--- src/rtl/agu_pkg.sv ---
// Shared types for the address generation unit.
// Assumes mode codes are fixed by the pipeline decoder.
package agu_pkg;

    typedef enum logic [3:0] {
        AM_REG    = 4'd0,
        AM_DISP   = 4'd1,
        AM_IDXB   = 4'd2,
        AM_AINC   = 4'd3,
        AM_AIDX   = 4'd4,
        AM_SCALED = 4'd5,
        AM_PCREL  = 4'd6,
        AM_MIND   = 4'd7,
        AM_ABS    = 4'd8
    } amode_e;

    typedef enum logic [1:0] {
        ST_IDLE  = 2'd0,
        ST_MREQ  = 2'd1,
        ST_MWAIT = 2'd2,
        ST_DONE  = 2'd3
    } ast_e;

endpackage

--- src/rtl/agu_addr_calc.sv ---
// Combinational address former: sign-extends the immediate, scales the
// index by a left shift and selects the sum for the requested mode.
// Assumes AW >= IMM_W. Unknown mode codes fall back to the base value.
module agu_addr_calc
    import agu_pkg::*;
#(
    parameter int AW    = 32,
    parameter int IMM_W = 16,
    parameter int SH_W  = 2
) (
    input  logic [3:0]       mode,
    input  logic [AW-1:0]    base,
    input  logic [AW-1:0]    index,
    input  logic [IMM_W-1:0] imm,
    input  logic [SH_W-1:0]  shamt,
    input  logic [AW-1:0]    pc,
    output logic [AW-1:0]    addr,
    output logic [AW-1:0]    wb_value,
    output logic             wb_mode,
    output logic             indirect
);
    localparam int NSH = 1 << SH_W;

    logic [AW-1:0] simm;
    logic [AW-1:0] shifted [NSH];
    logic [AW-1:0] scaled_idx;
    logic [AW-1:0] base_plus_imm;
    amode_e        m;

    // sign extension of the immediate to the address width
    generate
        if (AW > IMM_W) begin : g_sext
            assign simm = {{(AW-IMM_W){imm[IMM_W-1]}}, imm};
        end else begin : g_nosext
            assign simm = imm[AW-1:0];
        end
    endgenerate

    // one shifted copy of the index per legal scale
    generate
        for (genvar g = 0; g < NSH; g++) begin : g_shift
            assign shifted[g] = index << g;
        end
    endgenerate

    assign scaled_idx    = shifted[shamt];
    assign base_plus_imm = base + simm;
    assign m             = amode_e'(mode);

    // mode selection of address and write-back value
    always_comb begin
        addr     = base;
        wb_value = base_plus_imm;
        wb_mode  = 1'b0;
        indirect = 1'b0;
        case (m)
            AM_REG:    addr = base;
            AM_DISP:   addr = base_plus_imm;
            AM_IDXB:   addr = base + index;
            AM_AINC: begin
                addr     = base;
                wb_value = base + {{(AW-1){1'b0}}, 1'b1};
                wb_mode  = 1'b1;
            end
            AM_AIDX: begin
                addr     = base_plus_imm;
                wb_value = base_plus_imm;
                wb_mode  = 1'b1;
            end
            AM_SCALED: addr = base + scaled_idx + simm;
            AM_PCREL:  addr = pc + simm;
            AM_MIND: begin
                addr     = base;
                indirect = 1'b1;
            end
            AM_ABS:    addr = simm;
            default:   addr = base;
        endcase
    end

endmodule

--- src/rtl/agu_align.sv ---
// Misalignment detector: flags an address whose low bits are not zero
// for an access of 2^size bytes. Assumes size codes up to 2^SZ_W - 1.
module agu_align #(
    parameter int SZ_W = 2
) (
    input  logic [(1<<SZ_W)-2:0] addr_lo,
    input  logic [SZ_W-1:0]      size,
    output logic                 misalign
);
    localparam int LW = (1 << SZ_W) - 1;

    logic [LW-1:0] mask;

    // mask of the low bits that must be zero for this size
    always_comb begin
        for (int i = 0; i < LW; i++) begin
            mask[i] = (i < int'(size));
        end
    end

    assign misalign = |(addr_lo & mask);

endmodule

--- src/rtl/agu_ctrl.sv ---
// Sequencer for request acceptance, the optional indirect memory read
// and the result handoff. Assumes one request in flight at a time.
module agu_ctrl
    import agu_pkg::*;
(
    input  logic clk,
    input  logic rst_n,
    input  logic req_valid,
    input  logic is_indirect,
    input  logic mem_req_ready,
    input  logic mem_rsp_valid,
    input  logic out_ready,
    output logic req_ready,
    output logic accept,
    output logic mem_req_valid,
    output logic load_rsp,
    output logic out_valid,
    output logic handoff
);
    ast_e state, state_nx;

    // state register with synchronous reset
    always_ff @(posedge clk) begin
        if (!rst_n) state <= ST_IDLE;
        else        state <= state_nx;
    end

    assign req_ready     = (state == ST_IDLE);
    assign accept        = req_ready & req_valid;
    assign mem_req_valid = (state == ST_MREQ);
    assign load_rsp      = (state == ST_MWAIT) & mem_rsp_valid;
    assign out_valid     = (state == ST_DONE);
    assign handoff       = out_valid & out_ready;

    // next-state selection
    always_comb begin
        state_nx = state;
        case (state)
            ST_IDLE:  if (accept) state_nx = is_indirect ? ST_MREQ : ST_DONE;
            ST_MREQ:  if (mem_req_ready) state_nx = ST_MWAIT;
            ST_MWAIT: if (mem_rsp_valid) state_nx = ST_DONE;
            ST_DONE:  if (out_ready) state_nx = ST_IDLE;
            default:  state_nx = ST_IDLE;
        endcase
    end

endmodule

--- src/rtl/agu_top.sv ---
// Address generation unit top: forms an effective address per request,
// performs the indirect read when asked and returns base write-back.
// Assumes the consumer and memory follow valid/ready rules.
module agu_top #(
    parameter int AW    = 32,
    parameter int IMM_W = 16,
    parameter int SH_W  = 2,
    parameter int SZ_W  = 2,
    parameter int RID_W = 5
) (
    input  logic             clk,
    input  logic             rst_n,
    input  logic             req_valid,
    output logic             req_ready,
    input  logic [3:0]       req_mode,
    input  logic [AW-1:0]    req_base,
    input  logic [AW-1:0]    req_index,
    input  logic [IMM_W-1:0] req_imm,
    input  logic [SH_W-1:0]  req_scale,
    input  logic [AW-1:0]    req_pc,
    input  logic [SZ_W-1:0]  req_size,
    input  logic [RID_W-1:0] req_breg,
    output logic             out_valid,
    input  logic             out_ready,
    output logic [AW-1:0]    out_addr,
    output logic             out_misalign,
    output logic             wb_en,
    output logic [RID_W-1:0] wb_reg,
    output logic [AW-1:0]    wb_data,
    output logic             mem_req_valid,
    input  logic             mem_req_ready,
    output logic [AW-1:0]    mem_req_addr,
    input  logic             mem_rsp_valid,
    input  logic [AW-1:0]    mem_rsp_data
);
    localparam int LW = (1 << SZ_W) - 1;

    logic [AW-1:0]    calc_addr, calc_wb;
    logic             calc_wb_mode, calc_ind;
    logic             accept, load_rsp, handoff, mis_raw;
    logic [AW-1:0]    r_addr, r_wb_data;
    logic [SZ_W-1:0]  r_size;
    logic             r_wb;
    logic [RID_W-1:0] r_breg;

    agu_addr_calc #(.AW(AW), .IMM_W(IMM_W), .SH_W(SH_W)) u_calc (
        .mode     (req_mode),
        .base     (req_base),
        .index    (req_index),
        .imm      (req_imm),
        .shamt    (req_scale),
        .pc       (req_pc),
        .addr     (calc_addr),
        .wb_value (calc_wb),
        .wb_mode  (calc_wb_mode),
        .indirect (calc_ind)
    );

    agu_ctrl u_ctrl (
        .clk           (clk),
        .rst_n         (rst_n),
        .req_valid     (req_valid),
        .is_indirect   (calc_ind),
        .mem_req_ready (mem_req_ready),
        .mem_rsp_valid (mem_rsp_valid),
        .out_ready     (out_ready),
        .req_ready     (req_ready),
        .accept        (accept),
        .mem_req_valid (mem_req_valid),
        .load_rsp      (load_rsp),
        .out_valid     (out_valid),
        .handoff       (handoff)
    );

    agu_align #(.SZ_W(SZ_W)) u_align (
        .addr_lo  (r_addr[LW-1:0]),
        .size     (r_size),
        .misalign (mis_raw)
    );

    // result register: loaded on acceptance, replaced by indirect data
    always_ff @(posedge clk) begin
        if (!rst_n) begin
            r_addr    <= '0;
            r_wb_data <= '0;
            r_size    <= '0;
            r_wb      <= 1'b0;
            r_breg    <= '0;
        end else if (accept) begin
            r_addr    <= calc_addr;
            r_wb_data <= calc_wb;
            r_size    <= req_size;
            r_wb      <= calc_wb_mode;
            r_breg    <= req_breg;
        end else if (load_rsp) begin
            r_addr    <= mem_rsp_data;
        end
    end

    assign out_addr     = r_addr;
    assign mem_req_addr = r_addr;
    assign out_misalign = out_valid & mis_raw;
    assign wb_en        = handoff & r_wb;
    assign wb_reg       = r_breg;
    assign wb_data      = r_wb_data;

endmodule

--- config.mk ---
export PLATFORM = sky130hd
export DESIGN_NAME = agu_top
export DESIGN_NICKNAME = d
export VERILOG_FILES = /design/src/rtl/agu_pkg.sv /design/src/rtl/agu_addr_calc.sv /design/src/rtl/agu_align.sv /design/src/rtl/agu_ctrl.sv /design/src/rtl/agu_top.sv
export SDC_FILE = /design/constraint.sdc
export NUM_CORES = 1
export LEC_CHECK = 0
export ABC_AREA = 1
export BUFFER_PORTS_ARGS = -buffer_cell sky130_fd_sc_hd__buf_2
export CAP_MARGIN = 20
export CELL_PAD_IN_SITES_DETAIL_PLACEMENT = 1
export CELL_PAD_IN_SITES_GLOBAL_PLACEMENT = 1
export CORE_MARGIN = 2
export CORE_UTILIZATION = 42
export CTS_CLUSTER_DIAMETER = 120
export DETAILED_ROUTE_END_ITERATION = 16
export GPL_TIMING_DRIVEN = 0
export PLACE_DENSITY_LB_ADDON = 0.1
export SLEW_MARGIN = 40
export SYNTH_ARGS = -nofsm -noshare
export SYNTH_HDL_FRONTEND = slang
export SYNTH_SLANG_ARGS = --single-unit
--- constraint.sdc ---
create_clock -name clk -period 10.49 [get_ports clk]
set_input_delay 1.5735 -clock clk [delete_from_list [all_inputs] [get_ports clk]]
set_output_delay 1.5735 -clock clk [all_outputs]
set_load 0.05 [all_outputs]
**Word level (Yosys, flattened, before mapping)**

Cells that the tools add are included.

- Register bits after elaboration: 74
- Input port bits: 163
- Output and inout bits: 106
- Word-level logic and storage cells: 59

- Add/subtract/negate cells: 6
- Order comparisons: 4
- Eq/ne operators: 15
- Muxes and demuxes: 15
- Bitwise operators: 7
- Reduce and logical (&&, ||, !) cells: 6

Operators with widths:

| kind | count |
|---|---|
| 32-bit adder | 5 |
| 32-bit two-way mux | 5 |
| 32-bit case mux with 5 select lines | 1 |
| 32-bit binary-select mux with 2-bit select | 1 |
| 32-bit by 1-bit adder with 32-bit output (second input constant) | 1 |
| 4-bit by 3-bit equality test with 1-bit output (second input constant) | 4 |
| 2-bit two-way mux | 5 |
| 4-bit by 2-bit equality test with 1-bit output (second input constant) | 2 |
| 2-bit case mux with 4 select lines | 1 |
| 1-bit AND | 5 |
| 2-bit equality test (second input constant) | 2 |
| 4-bit by 1-bit equality test with 1-bit output (second input constant) | 1 |
| 4-bit equality test (second input constant) | 1 |
| 1-bit by 2-bit less-than comparator with 1-bit output (first input constant) | 2 |
| 2-bit by 1-bit != test with 1-bit output (second input constant) | 2 |
| 2-bit != test (second input constant) | 2 |
| 4-bit AND reduction | 1 |
| 2-bit OR reduction | 2 |
| 3-bit AND | 1 |
| 3-bit >= comparator (second input constant) | 1 |
| 2-bit inverter with 3-bit output | 1 |
| 3-bit OR reduction | 1 |
| 2-bit by 1-bit equality test with 1-bit output (second input constant) | 1 |
| 2-bit zero test | 1 |
| other kinds (3) | 4 |

**Depth between registers and ports, before layout**

Gate-level depths: netlist of the first run.

- Word-level depth: 8
- Depth in mapped cells: 23
- Gate-level depth less buffers: 21

**Hierarchy**

A second synthesis of the first run with hierarchy kept.

- Cells, all modules: 2,923
- Area total of the unflattened synthesis: 15,776.4 µm²

By module, submodules not included:

| module | instances | cells an instance | area an instance (µm²) | seq. area each (µm²) |
|---|---|---|---|---|
| agu_addr_calc | 1 | 2,427 | 12,335.6 | 0.0 |
| agu_top | 1 | 452 | 3,174.3 | 1,441.4 |
| agu_ctrl | 1 | 38 | 242.7 | 40.0 |
| agu_align | 1 | 6 | 23.8 | 0.0 |

**Worst setup path before layout of the first run**

Ideal clock, no wire load.

- Kind: input to register
- Start point: in req_scale[0]
- End point: reg r_addr[17], in the netlist mem_req_addr[17]
- Library setup time: 0.120 ns
- Data arrival time: 4.497 ns
- Data required time: 10.370 ns
- Slack: 5.873 ns
- Stages: 20
- Path buffers: 2
- Cell sequence: clkbuf_1 > buf_2 > mux2i_1 > nor2_1 > fa_1 > ha_1 > fa_1 > nand3_1 > nand3_1 > nand2_1 > nand2_1 > nand2_1 > nand2_1 > or2_2 > nand3_1 > nand2_1 > nor2_1 > nand2_1 > nand2_1 > a21oi_1

- Longest elaborated chain between the ends: 8

RTL lines:

| element | RTL line | text |
|---|---|---|
| start: declaration | agu_top.sv:19 | `input logic [SH_W-1:0] req_scale,` |
| 2-bit inverter with 3-bit output (not written as such) | agu_addr_calc.sv:46 | `assign scaled_idx = shifted[shamt];` |
| 32-bit binary-select mux with 2-bit select | agu_addr_calc.sv:46 |  |
| 32-bit two-way mux (not written as such) (2 in a row) | agu_addr_calc.sv:46 |  |
| 32-bit adder (2 in a row) | agu_addr_calc.sv:70 | `AM_SCALED: addr = base + scaled_idx + simm;` |
| 32-bit case mux with 5 select lines | agu_addr_calc.sv:56 | `case (m)` |
| 32-bit two-way mux | agu_top.sv:89 | `end else if (accept) begin` |
| end signal: assignment | agu_top.sv:90 | `r_addr <= calc_addr;` |
| end signal: assignment | agu_top.sv:96 | `r_addr <= mem_rsp_data;` |
| end: declaration | agu_top.sv:41 | `logic [AW-1:0] r_addr, r_wb_data;` |

No other way between the ends. The select of a mux whose other input is x is not followed.
A chain may end at the register's enable or synchronous reset.

**Worst setup path in the final report of the first run**

- Start point: in req_scale[1]
- End point: reg r_addr[21], in the netlist mem_req_addr[21]

Same word-level chain as after synthesis.

==> results of run 1 <==
## cell type report
cell class,count,area [um2],share of cell area [%]
Antenna cell,2,5.005,0.02786
Buffer,89,493.0,2.744
Clock buffer,9,225.2,1.254
Clock inverter,6,42.54,0.2368
Inverter,459,1723,9.590
Multi-Input combinational cell,2277,12080,67.24
Sequential cell,74,1481,8.246
Tap cell,468,585.6,3.260
Timing Repair Buffer,265,1329,7.397
## cells in the mapped netlist, types with 10 or more instances
master / count / share of area, %
nor2_1: 235 / 5.6
buf_4: 34 / 1.6
a31oi_1: 13 / 0.52
inv_1: 449 / 11
nor3_1: 46 / 1.5
clkbuf_1: 37 / 0.88
dfxtp_1: 74 / 9.4
xnor2_1: 10 / 0.56
nand3_1: 205 / 6.5
nand4_1: 32 / 1.3
a21oi_1: 175 / 5.6
mux2i_1: 50 / 3.2
xor2_1: 12 / 0.67
nand3b_1: 29 / 1.4
or2_2: 18 / 0.71
nand2_1: 1031 / 25
o21ai_0: 155 / 4.9
buf_2: 12 / 0.38
fa_1: 35 / 4.4
ha_1: 128 / 10
## cells by family after synthesis
kind of cell	after synthesis
buffers and inverters	548
adders and majority gates	163
xor gates and xnor gates	22
DFF	74
AOI/OAI and AO/OA	398
and+or+nand+nor	1644
muxes	50
## worst register-to-register path, delay by kind of cell (launching register included)
kind                     cells  cell delay, ns
buffers and inverters        4            1.76
flip-flops                   1            0.39
AND/OR/NAND/NOR              1            0.33
adder cells (fa/ha/maj)      1            0.24
AO/OA/AOI/OAI                2            0.48
## how the worst min path moves through the flow
stage | to | slack, ns | depth (start not counted)
floorplan | r_wb | 0.47 | 2
global placement | wb_data[25] | 0.45 | 2
detailed placement | wb_data[31] | 0.46 | 2
CTS | wb_data[31] | 0.47 | 2
global route | wb_data[30] | 0.49 | 2
finish | wb_data[25] | 0.47 | 2
## report_power, final
group	switching [mW]	internal, mW	total, mW	leakage, nW
Combinational	1.50	0.546	2.04	9.59
Clock	0.137	0.159	0.296	0.128
Sequential	0.0685	0.368	0.436	0.610
Total	1.70	1.07	2.78	10.3
## routing by layer
layer / vias to the layer above / share of wire, % / GRT usage [%]
met5: - / 0.029 / 0
met4: 4 / 6.3 / 22.92
met3: 201 / 7.8 / 5.008
met2: 854 / 44 / 67.02
met1: 10120 / 42 / 53.34
li1: 9793 / - / -
==> key figures, run 1 <==
Run status
  • Status: completed

Yosys
  • Synthesized area: about 16,000 um2
  • Syn_area_per_cell: 5.442 um2
  • Library cells used by synthesis: 60
  • Synth Area in Adders: 14.59%
  • Async SR Flop Fraction: 0%
  • Synth Register Bits: 74
  • Mapped Cells: approximately 2,900
  • Post-synth EDFFs: 0
  • Post-synthesis sequential area ratio: 9.389%
  • Post-synthesis mux area share: about 3.2%
  • Post-synth net total: 3,225
  • Synth Area in Simple Gates: a little over two fifths
  • Synth Area in Compound Gates: 13.71%
  • Synth Warn #: 0
  • Largest family of logic cells by synthesized area: simple AND/OR/NAND/NOR gates
  • Primary FF master, synth: dfxtp_1
  • Post-Synth XOR/XNOR Area: 1.221%

STA
  • Setup Total Neg Slack: 0 ns
  • Crit share post-route: a little over half
  • Achievable Freq: 0.1811 GHz
  • Final hold slack: 0.4692 ns
  • RSZ-0062 raised after global routing: no
  • Crit path time final: around 5.5 ns
  • Final Hold Viols: 0
  • Setup-failing EPs final: 0
  • Fin worst setup slack: 4.968 ns
  • Final Max Slew Viols: 0
  • Slew of the pin with the lowest slew margin: 0.8958 ns
  • Worst Skew: between 0.008 and 0.009 ns
  • Slew Limit Headroom: 40.28%

Place
  • Placed Instances: 3,632
  • Port Buf Inserts: 265
  • Post-DP HPWL: 69.95 mm
  • Pre-CTS setup slack: 4.692 ns
  • RD Place Congestion: 1.041
  • Cell Area, Placed: 17,690 um2

Cells and area
  • Share of layout cells above drive strength 1: around an eighth
  • Cell Count, Final, Fillers Out: 3,649
  • Commonest non-fill, non-tap cells in the layout: nand2_1, inv_1, buf_2
  • Filler instances: 5,580
  • Final instance area: 17,960 um2
  • Layout Nets: 3,501
  • Most common cell after layout, fill and taps aside: nand2_1
  • Final core occ: 48.84%
  • P&R area growth vs syn: 13.86%

Clock tree
  • TritonCTS clock tree: yes
  • CTS max path bufs: 2
  • # Post-CTS Setup Buffers: 0
  • H-tree levels: 3
  • Clock Pin Slew Worst Setup and Hold Paths: 0.06 ns
  • CTS Hold Buffers Added: 0
  • Clk sink count: 74
  • CTS buffer count: 9
  • Resized Gates After CTS: 0
  • Root buffer cell: clkbuf_16
  • Clock Latency Late Sink: between 0.3 and 0.4 ns

Worst setup path
  • Crit-path max FO: 10
  • Critical Path RT: 10.74 ns
  • Crit-path leading delay family: simple AND/OR/NAND/NOR gates
  • Reg2reg path depth: 8
  • Data arrival time of the worst path: 5.78 ns
  • R2R setup slack: approximately 7.2 ns
  • Worst stage delay on the critical path: between 0.5 and 0.6 ns
  • Crit path top cell by count: nand2_1
  • CP endpoint kind: flop
  • Slowest cell on crit path: buf_1
  • Levels on crit path: 19
  • CP Launch Type: input pin
  • Worst r2r dst: wb_data[16]
  • R2r startpoint: u_ctrl.state[0]
  • Worst setup path end: mem_req_addr[21]
  • Worst path cell trace: buf_2 -> buf_1 -> buf_2 -> mux2i_1 -> fa_1 -> ha_1 -> nand2_1 -> nor2_1 -> inv_1 -> nor2_1 -> nand4_1 -> nand3_1 -> nand2_1 -> nand3_1 -> nand2_1 -> nor2_1 -> nand4_1 -> nand2_1 -> inv_1
  • Worst Setup SP: req_scale[1]
  • Type of the worst setup path: in -> reg
  • Bufs and invs on worst path: 5

Global routing
  • Initial antenna violation count: 4
  • Overall Global Routing Usage: 41.35%
  • Vias in the first global route: approximately 21,000
  • First-pass GRT wire length: 120.7 mm
  • GRT Residual Overflow: 0
  • Largest net degree at the start of global routing: 50

Power
  • Worst VDD drop: 0.0001233 V
  • Pwr/cell area: 154.6 nW/um2
  • Lkg Pwr: roughly 10 nW
  • Total Power: 2.777 mW

Min path
  • Hold/Removal Path Class: reg -> reg
  • Hold Startpoint: wb_data[25]

Route
  • # DRC: 0
  • Drt wl/cell: 22.61 um
  • DRT antenna net count: 0
  • Via count: 20,970
  • Vias per cell: roughly 5.7
  • WL final: roughly 83 mm
  • DRT iter0 DRCs: 1,838
  • TritonRoute pass-1 iters: 5

Floorplanning
  • Die width: 197.8 um
  • Num rows: 70
  • Die Area: between 30,000 and 40,000 um2
  • Die Ht: 197.8 um
  • CORE AREA: between 30,000 and 40,000 um2
  • Initial core utilization: 42.89%
  • # IOs: 269

Run
  • Max-cap violations: 0
(Power assumes the default switching activity.)
==> run 2: changes to the inputs <==
CORE_UTILIZATION = 36   (was 42)
clock period = 4.7 ns   (was 10.49 ns; I/O delays follow)
==> key figures, run 2 (synthesis gave the netlist of run 1 again) <==
Min path
  • Hold Startpoint: wb_data[25]
  • Hold depth: 2 (unchanged)
  • Hold/Removal Path Class: reg -> reg
  • Worst min-delay path endpoint: wb_data[25]

Clock tree
  • H-tree levels: 3 (unchanged)
  • Resized Gates After CTS: 0 (unchanged)
  • Clock Latency Late Sink: 0.38 ns (+0.02 ns)
  • CTS buffer count: 9 (unchanged)
  • CTS max path bufs: 2 (unchanged)
  • Root buffer cell: clkbuf_16
  • Clock Pin Slew Worst Setup and Hold Paths: 0.06 ns (about the same)
  • TritonCTS clock tree: yes
  • # Post-CTS Setup Buffers: 0 (unchanged)
  • Clk sink count: 74 (unchanged)
  • CTS Hold Buffers Added: 0 (unchanged)

Power
  • Net Sw Frac: 60.16% (-1.2 points)
  • Worst VDD drop: 0.0003175 V (+160%)
  • Lkg Pwr: 10.36 nW (+0.38%)
  • Pwr/cell area: 348.4 nW/um2 (+130%)
  • Comb power frac: 71.9% (-1.7 points)
  • Pint: 2.523 mW (+140%)
  • Switching power: 3.810 mW (+120%)
  • Clock group share of total power: 12.8% (+2.1 points)
  • Sequential share of power: 15.3% (-0.4 points)

Worst setup path
  • Crit-path max FO: 12 (+2)
  • Reg2reg path depth: 8 (unchanged)
  • Crit path top cell by count: nand2_1
  • CP Launch Type: input pin
  • Worst r2r dst: wb_data[16]
  • R2r startpoint: u_ctrl.state[0]
  • Critical Path RT: 4.95 ns (-5.79 ns)
  • CP endpoint kind: flop
  • R2R setup slack: 1.39 ns (-5.76 ns)
  • Worst path cell trace: buf_2 -> clkbuf_1 -> mux2i_1 -> fa_1 -> ha_1 -> nand2_1 -> nor3_1 -> and2_1 -> nand2_1 -> nand2_1 -> nand2_1 -> nand3_1 -> nand2_1 -> nor2_1 -> nand2_1 -> nand2_1 -> a21oi_1
  • Worst stage delay on the critical path: 0.58 ns (+0.03 ns)
  • Slowest cell on crit path: clkbuf_1
  • Bufs and invs on worst path: 2 (-3)
  • Type of the worst setup path: in -> reg
  • Crit-path leading delay family: simple AND/OR/NAND/NOR gates
  • Data arrival time of the worst path: 4.84 ns (-0.94 ns)

Cells and area
  • Cell Count, Final, Fillers Out: 3,766 (+3.2%)
  • Commonest non-fill, non-tap cells in the layout: nand2_1, inv_1, buf_2
  • Share of layout cells above drive strength 1: 12.11% (+0.063 points)
  • Layout Nets: 3,500 (-0.029%)
  • Most common cell after layout, fill and taps aside: nand2_1
  • Final core occ: 42.11% (-6.7 points)
  • Filler instances: 6,347 (+14%)
  • Multi-input logic area: 12,080 um2 (unchanged)
  • P&R area growth vs syn: 15.21%
  • Final instance area: 18,180 um2 (+1.2%)
  • Storage cell area: 1481 um2 (unchanged)

Floorplanning
  • CORE AREA: 43,170 um2 (+17%)
  • Die width: 213.4 um (+7.9%)
  • # IOs: 269 (unchanged)
  • Die Ht: 213.4 um (+7.9%)
  • Die Area: 45,520 um2 (+16%)
  • Initial core utilization: 36.55% (-6.3 points)
  • Num rows: 76 (+8.6%)

Route
  • DRT iter0 DRCs: 1,769 (-3.8%)
  • DRT antenna net count: 0 (unchanged)
  • # DRC: 0 (unchanged)
  • WL final: 85.05 mm (+3.1%)
  • Drt wl/cell: 22.58 um (-0.11%)
  • TritonRoute pass-1 iters: 5 (unchanged)
  • Via count: 20,580 (-1.8%)
  • Vias per cell: 5.465 (-4.9%)

STA
  • Final Max Slew Viols: 0 (unchanged)
  • Slew Limit Headroom: 42.84% (+2.6 points)
  • Setup-failing EPs final: 0 (unchanged)
  • Worst Skew: 0.007874 ns (-0.0005262 ns)
  • Setup Total Neg Slack: 0 ns (unchanged)
  • Crit share post-route: 97.55%
  • RSZ-0062 raised after global routing: no
  • Achievable Freq: 0.2181 GHz
  • Final Hold Viols: 0 (unchanged)
  • Crit path time final: between 4 and 5 ns
  • Fin worst setup slack: 0.1153 ns (-4.852 ns)
  • Slew of the pin with the lowest slew margin: 0.8575 ns (-0.03837 ns)

Place
  • Placed Instances: 3,749 (+3.2%)
  • Cell Area, Placed: 17,840 um2 (+0.83%)
  • Pre-CTS setup slack: -0.2994 ns (-4.991 ns)
  • Port Buf Inserts: 265 (unchanged)
  • Post-DP HPWL: 72.68 mm (+3.9%)
  • RD Place Congestion: 0.9904 (-4.8%)

Global routing
  • Largest net degree at the start of global routing: 50 (unchanged)
  • Initial antenna violation count: 1 (-3)
  • Vias in the first global route: 20,420 (-1.1%)
  • Overall Global Routing Usage: 36.77% (-4.6 points)
  • First-pass GRT wire length: 122.9 mm (+1.8%)
  • GRT Residual Overflow: 0 (unchanged)

Run status
  • Status: completed

Run
  • Max-cap violations: 0 (unchanged)
-- run 2: worst max path at each step --
stage                       endpoint    startpoint  slack [ns]  depth (start not counted)
finish              mem_req_addr[29]  req_scale[1]        0.12                         17
global placement    mem_req_addr[29]  req_scale[1]       -0.23                         20
floorplan           mem_req_addr[17]  req_scale[0]        0.95                         20
global route        mem_req_addr[29]  req_scale[1]        0.02                         18
detailed placement  mem_req_addr[29]  req_scale[1]       -0.30                         20
CTS                 mem_req_addr[29]  req_scale[1]        0.07                         20
-- run 2: tightest hold or removal path, cell delays in order, from the launching register on --
cell     delay, ns
dfxtp_1       0.31
nand2_1       0.06
a21oi_1       0.05
-- run 2: stage by stage --
stage               hold WS [ns]  total power, mW
floorplan                 0.4675            4.039
global placement          0.4562            5.344
detailed placement        0.4577            5.458
CTS                       0.4681            6.288
global route              0.4990            6.740
finish                    0.4648            6.333
-- run 2: metal layers --
| metal | track usage (%) | vias up | routed length [um] |
|---|---|---|---|
| met5 | 0 | - | 0 |
| met3 | 3.705 | 129 | 5682 |
| met2 | 58.67 | 696 | 37390 |
| li1 | - | 9795 | - |
| met4 | 17.98 | 0 | 4388 |
| met1 | 49.60 | 9962 | 37590 |
-- run 2: final cells by class --
| class | count | area share, % |
|---|---|---|
| Multi-Input combinational cell | 2277 | 66.46 |
| Inverter | 459 | 9.478 |
| Sequential cell | 74 | 8.150 |
| Timing Repair Buffer | 265 | 7.310 |
| Tap cell | 585 | 4.027 |
| Buffer | 88 | 2.698 |
| Clock buffer | 10 | 1.315 |
| Clock inverter | 6 | 0.5369 |
| Antenna cell | 2 | 0.02753 |
-- run 2: power groups by stage --
stage	combinational, mW	clock (mW)	sequential [mW]
3_3_place_gp	4.38	0	0.969
4_1_cts	4.50	0.823	0.967
5_1_grt	4.91	0.842	0.991
6_report	4.55	0.811	0.969
3_5_place_dp	4.48	0	0.976
2_1_floorplan	2.48	0	1.56
==> run 3: changes to the inputs <==
--- a/config.mk
+++ b/config.mk
@@ -17,4 +17,5 @@
 export GPL_TIMING_DRIVEN = 0
 export PLACE_DENSITY_LB_ADDON = 0.1
+export RECOVER_POWER = 50
 export SLEW_MARGIN = 40
 export SYNTH_ARGS = -nofsm -noshare
==> constraint.sdc (replaced) <==
create_clock -name clk -period 4.7 [get_ports clk]
set_input_delay 0.705 -clock clk [delete_from_list [all_inputs] [get_ports clk]]
set_output_delay 0.705 -clock clk [all_outputs]
set_load 0.005 [all_outputs]
==> key figures, run 3 (synthesis gave the netlist of run 1 again) <==
Run status
  • Status: completed

Route
  • Via count: 20,530 (-0.25%)
  • WL final: 84.97 mm (-0.10%)
  • Vias per cell: 5.452 (-0.25%)
  • Drt wl/cell: 22.56 um (-0.10%)
  • TritonRoute pass-1 iters: 6 (+1)
  • DRT iter0 DRCs: 1,679 (-5.1%)
  • # DRC: 0 (unchanged)
  • DRT antenna net count: 0 (unchanged)

Power
  • Sequential share of power: 18.4% (+3.1 points)
  • Pint: 2.470 mW (-2.1%)
  • Switching power: 2.824 mW (-26%)
  • Worst VDD drop: 0.0001789 V (-44%)
  • Net Sw Frac: 53.34% (-6.8 points)
  • Pwr/cell area: 292.5 nW/um2 (-16%)
  • Clock group share of total power: 15.3% (+2.5 points)
  • Comb power frac: 66.4% (-5.5 points)
  • Lkg Pwr: 10.11 nW (-2.4%)

Worst setup path
  • Critical Path RT: 4.95 ns (about the same)
  • Worst r2r dst: mem_req_addr[12]
  • Worst Setup SP: req_scale[1]
  • Data arrival time of the worst path: 4.85 ns (about the same)
  • R2r startpoint: u_ctrl.state[0]
  • Reg2reg path depth: 9 (+1)
  • Crit-path max FO: 12 (unchanged)
  • R2R setup slack: 1.35 ns (-0.04 ns)
  • Type of the worst setup path: in -> reg
  • CP Launch Type: input pin
  • CP endpoint kind: flop
  • Worst setup path end: mem_req_addr[29]

Floorplanning
  • Die width: 213.4 um (unchanged)
  • Initial core utilization: 36.55% (unchanged)
  • CORE AREA: 43,170 um2 (unchanged)
  • # IOs: 269 (unchanged)
  • Die Ht: 213.4 um (unchanged)
  • Num rows: 76 (unchanged)
  • Die Area: 45,520 um2 (unchanged)

Clock tree
  • Root buffer cell: clkbuf_16
  • Resized Gates After CTS: 0 (unchanged)
  • Clk sink count: 74 (unchanged)
  • H-tree levels: 3 (unchanged)
  • CTS Hold Buffers Added: 0 (unchanged)
  • CTS max path bufs: 2 (unchanged)
  • CTS buffer count: 9 (unchanged)
  • Clock Latency Late Sink: 0.37 ns (about the same)
  • Clock Pin Slew Worst Setup and Hold Paths: 0.06 ns (about the same)
  • TritonCTS clock tree: yes
  • # Post-CTS Setup Buffers: 0 (unchanged)

Place
  • RD Place Congestion: 0.9904 (unchanged)
  • Port Buf Inserts: 265 (unchanged)
  • Post-DP HPWL: 72.68 mm (unchanged)

Cells and area
  • Commonest non-fill, non-tap cells in the layout: nand2_1, inv_1, nor2_1
  • Share of layout cells above drive strength 1: 10.19% (-1.9 points)
  • Most common cell after layout, fill and taps aside: nand2_1
  • Layout Nets: 3,500 (unchanged)
  • Filler instances: 6,383 (+0.57%)
  • P&R area growth vs syn: 14.73%

STA
  • Setup-failing EPs final: 0 (unchanged)
  • Slew Limit Headroom: 40.48% (-2.4 points)
  • Final hold slack: 0.4672 ns (+0.002368 ns)
  • Crit path time final: 4.594 ns (+0.009811 ns)
  • Setup Total Neg Slack: 0 ns (unchanged)
  • Final Max Slew Viols: 0 (unchanged)
  • Worst Skew: 0.007712 ns (-0.0001621 ns)
  • RSZ-0062 raised after global routing: no
  • Final Hold Viols: 0 (unchanged)
  • Slew of the pin with the lowest slew margin: 0.8928 ns (+0.03531 ns)
  • Achievable Freq: 0.2177 GHz (-0.21%)
  • Crit share post-route: 97.76% (+0.21 points)

Global routing
  • Initial antenna violation count: 1 (unchanged)
  • Vias in the first global route: 20,420 (unchanged)
  • GRT Residual Overflow: 0 (unchanged)
  • First-pass GRT wire length: 122.9 mm (unchanged)
  • Overall Global Routing Usage: 36.77% (unchanged)
  • Largest net degree at the start of global routing: 50 (unchanged)

Run
  • Max-cap violations: 0 (unchanged)

Min path
  • Hold/Removal Path Class: reg -> reg
run 3: power groups by stage:
stage,Clock [mW],Combinational (mW),Sequential [mW]
floorplan,0,2.08,0.960
global placement,0,3.38,0.969
detailed placement,0,3.49,0.976
CTS,0.823,3.50,0.967
global route,0.842,3.86,0.992
finish,0.808,3.51,0.972
run 3: layer usage:
metal  global-route usage, %  share of wire, %  vias up
li1                        -                 -     9799
met1                   49.60                44     9842
met2                   58.67                44      733
met3                   3.705               6.7      157
met4                   17.98               5.5        0
met5                       0                 0        -
run 3: critical path, stage by stage:
cell and delay [ns]:
buf_2 0.31, clkbuf_1 0.58, mux2i_1 0.53, fa_1 0.53
ha_1 0.43, nand2_1 0.16, nor3_1 0.31, and2_1 0.17
nand2_1 0.12, nand2_1 0.10, nand2_1 0.05, nand3_1 0.06
nand2_1 0.07, nor2_1 0.39, nand2_1 0.13, nand2_1 0.10
a21oi_1 0.07
run 3: how the worst min path moves through the flow:
stage                     start     endpoint  cells past startpoint
floorplan           wb_data[15]  wb_data[15]                      2
global placement    wb_data[25]  wb_data[25]                      2
detailed placement  wb_data[30]  wb_data[30]                      2
CTS                 wb_data[25]  wb_data[25]                      2
global route        wb_data[16]  wb_data[16]                      2
finish              wb_data[25]  wb_data[25]                      2
run 3: layout make-up:
class | count | area (um2) | share of cell area, %
buffer | 88 | 490.5 | 2.710
clock inverter | 6 | 97.59 | 0.5392
inverter | 459 | 1723 | 9.518
clock buffer | 10 | 239.0 | 1.320
tap | 585 | 732.0 | 4.044
timing repair buffer | 265 | 1252 | 6.919
sequential | 74 | 1481 | 8.184
antenna | 2 | 5.005 | 0.02765
multi-input combinational | 2277 | 12080 | 66.74
run 3: per-stage QoR:
step	std cells	util (%)	cell area (um2)	total power, mW	setup slack (ns)
final	3766	41.93	18100	5.294	0.1055
after CTS	3765	42.10	18170	5.292	0.06930
after detailed placement	3749	41.32	17840	4.462	-0.2994
after floorplan	2899	-	15780	3.041	0.9524
after global routing	3764	41.92	18100	5.699	0.02269
after global placement	3749	41.31	17840	4.349	-0.2281
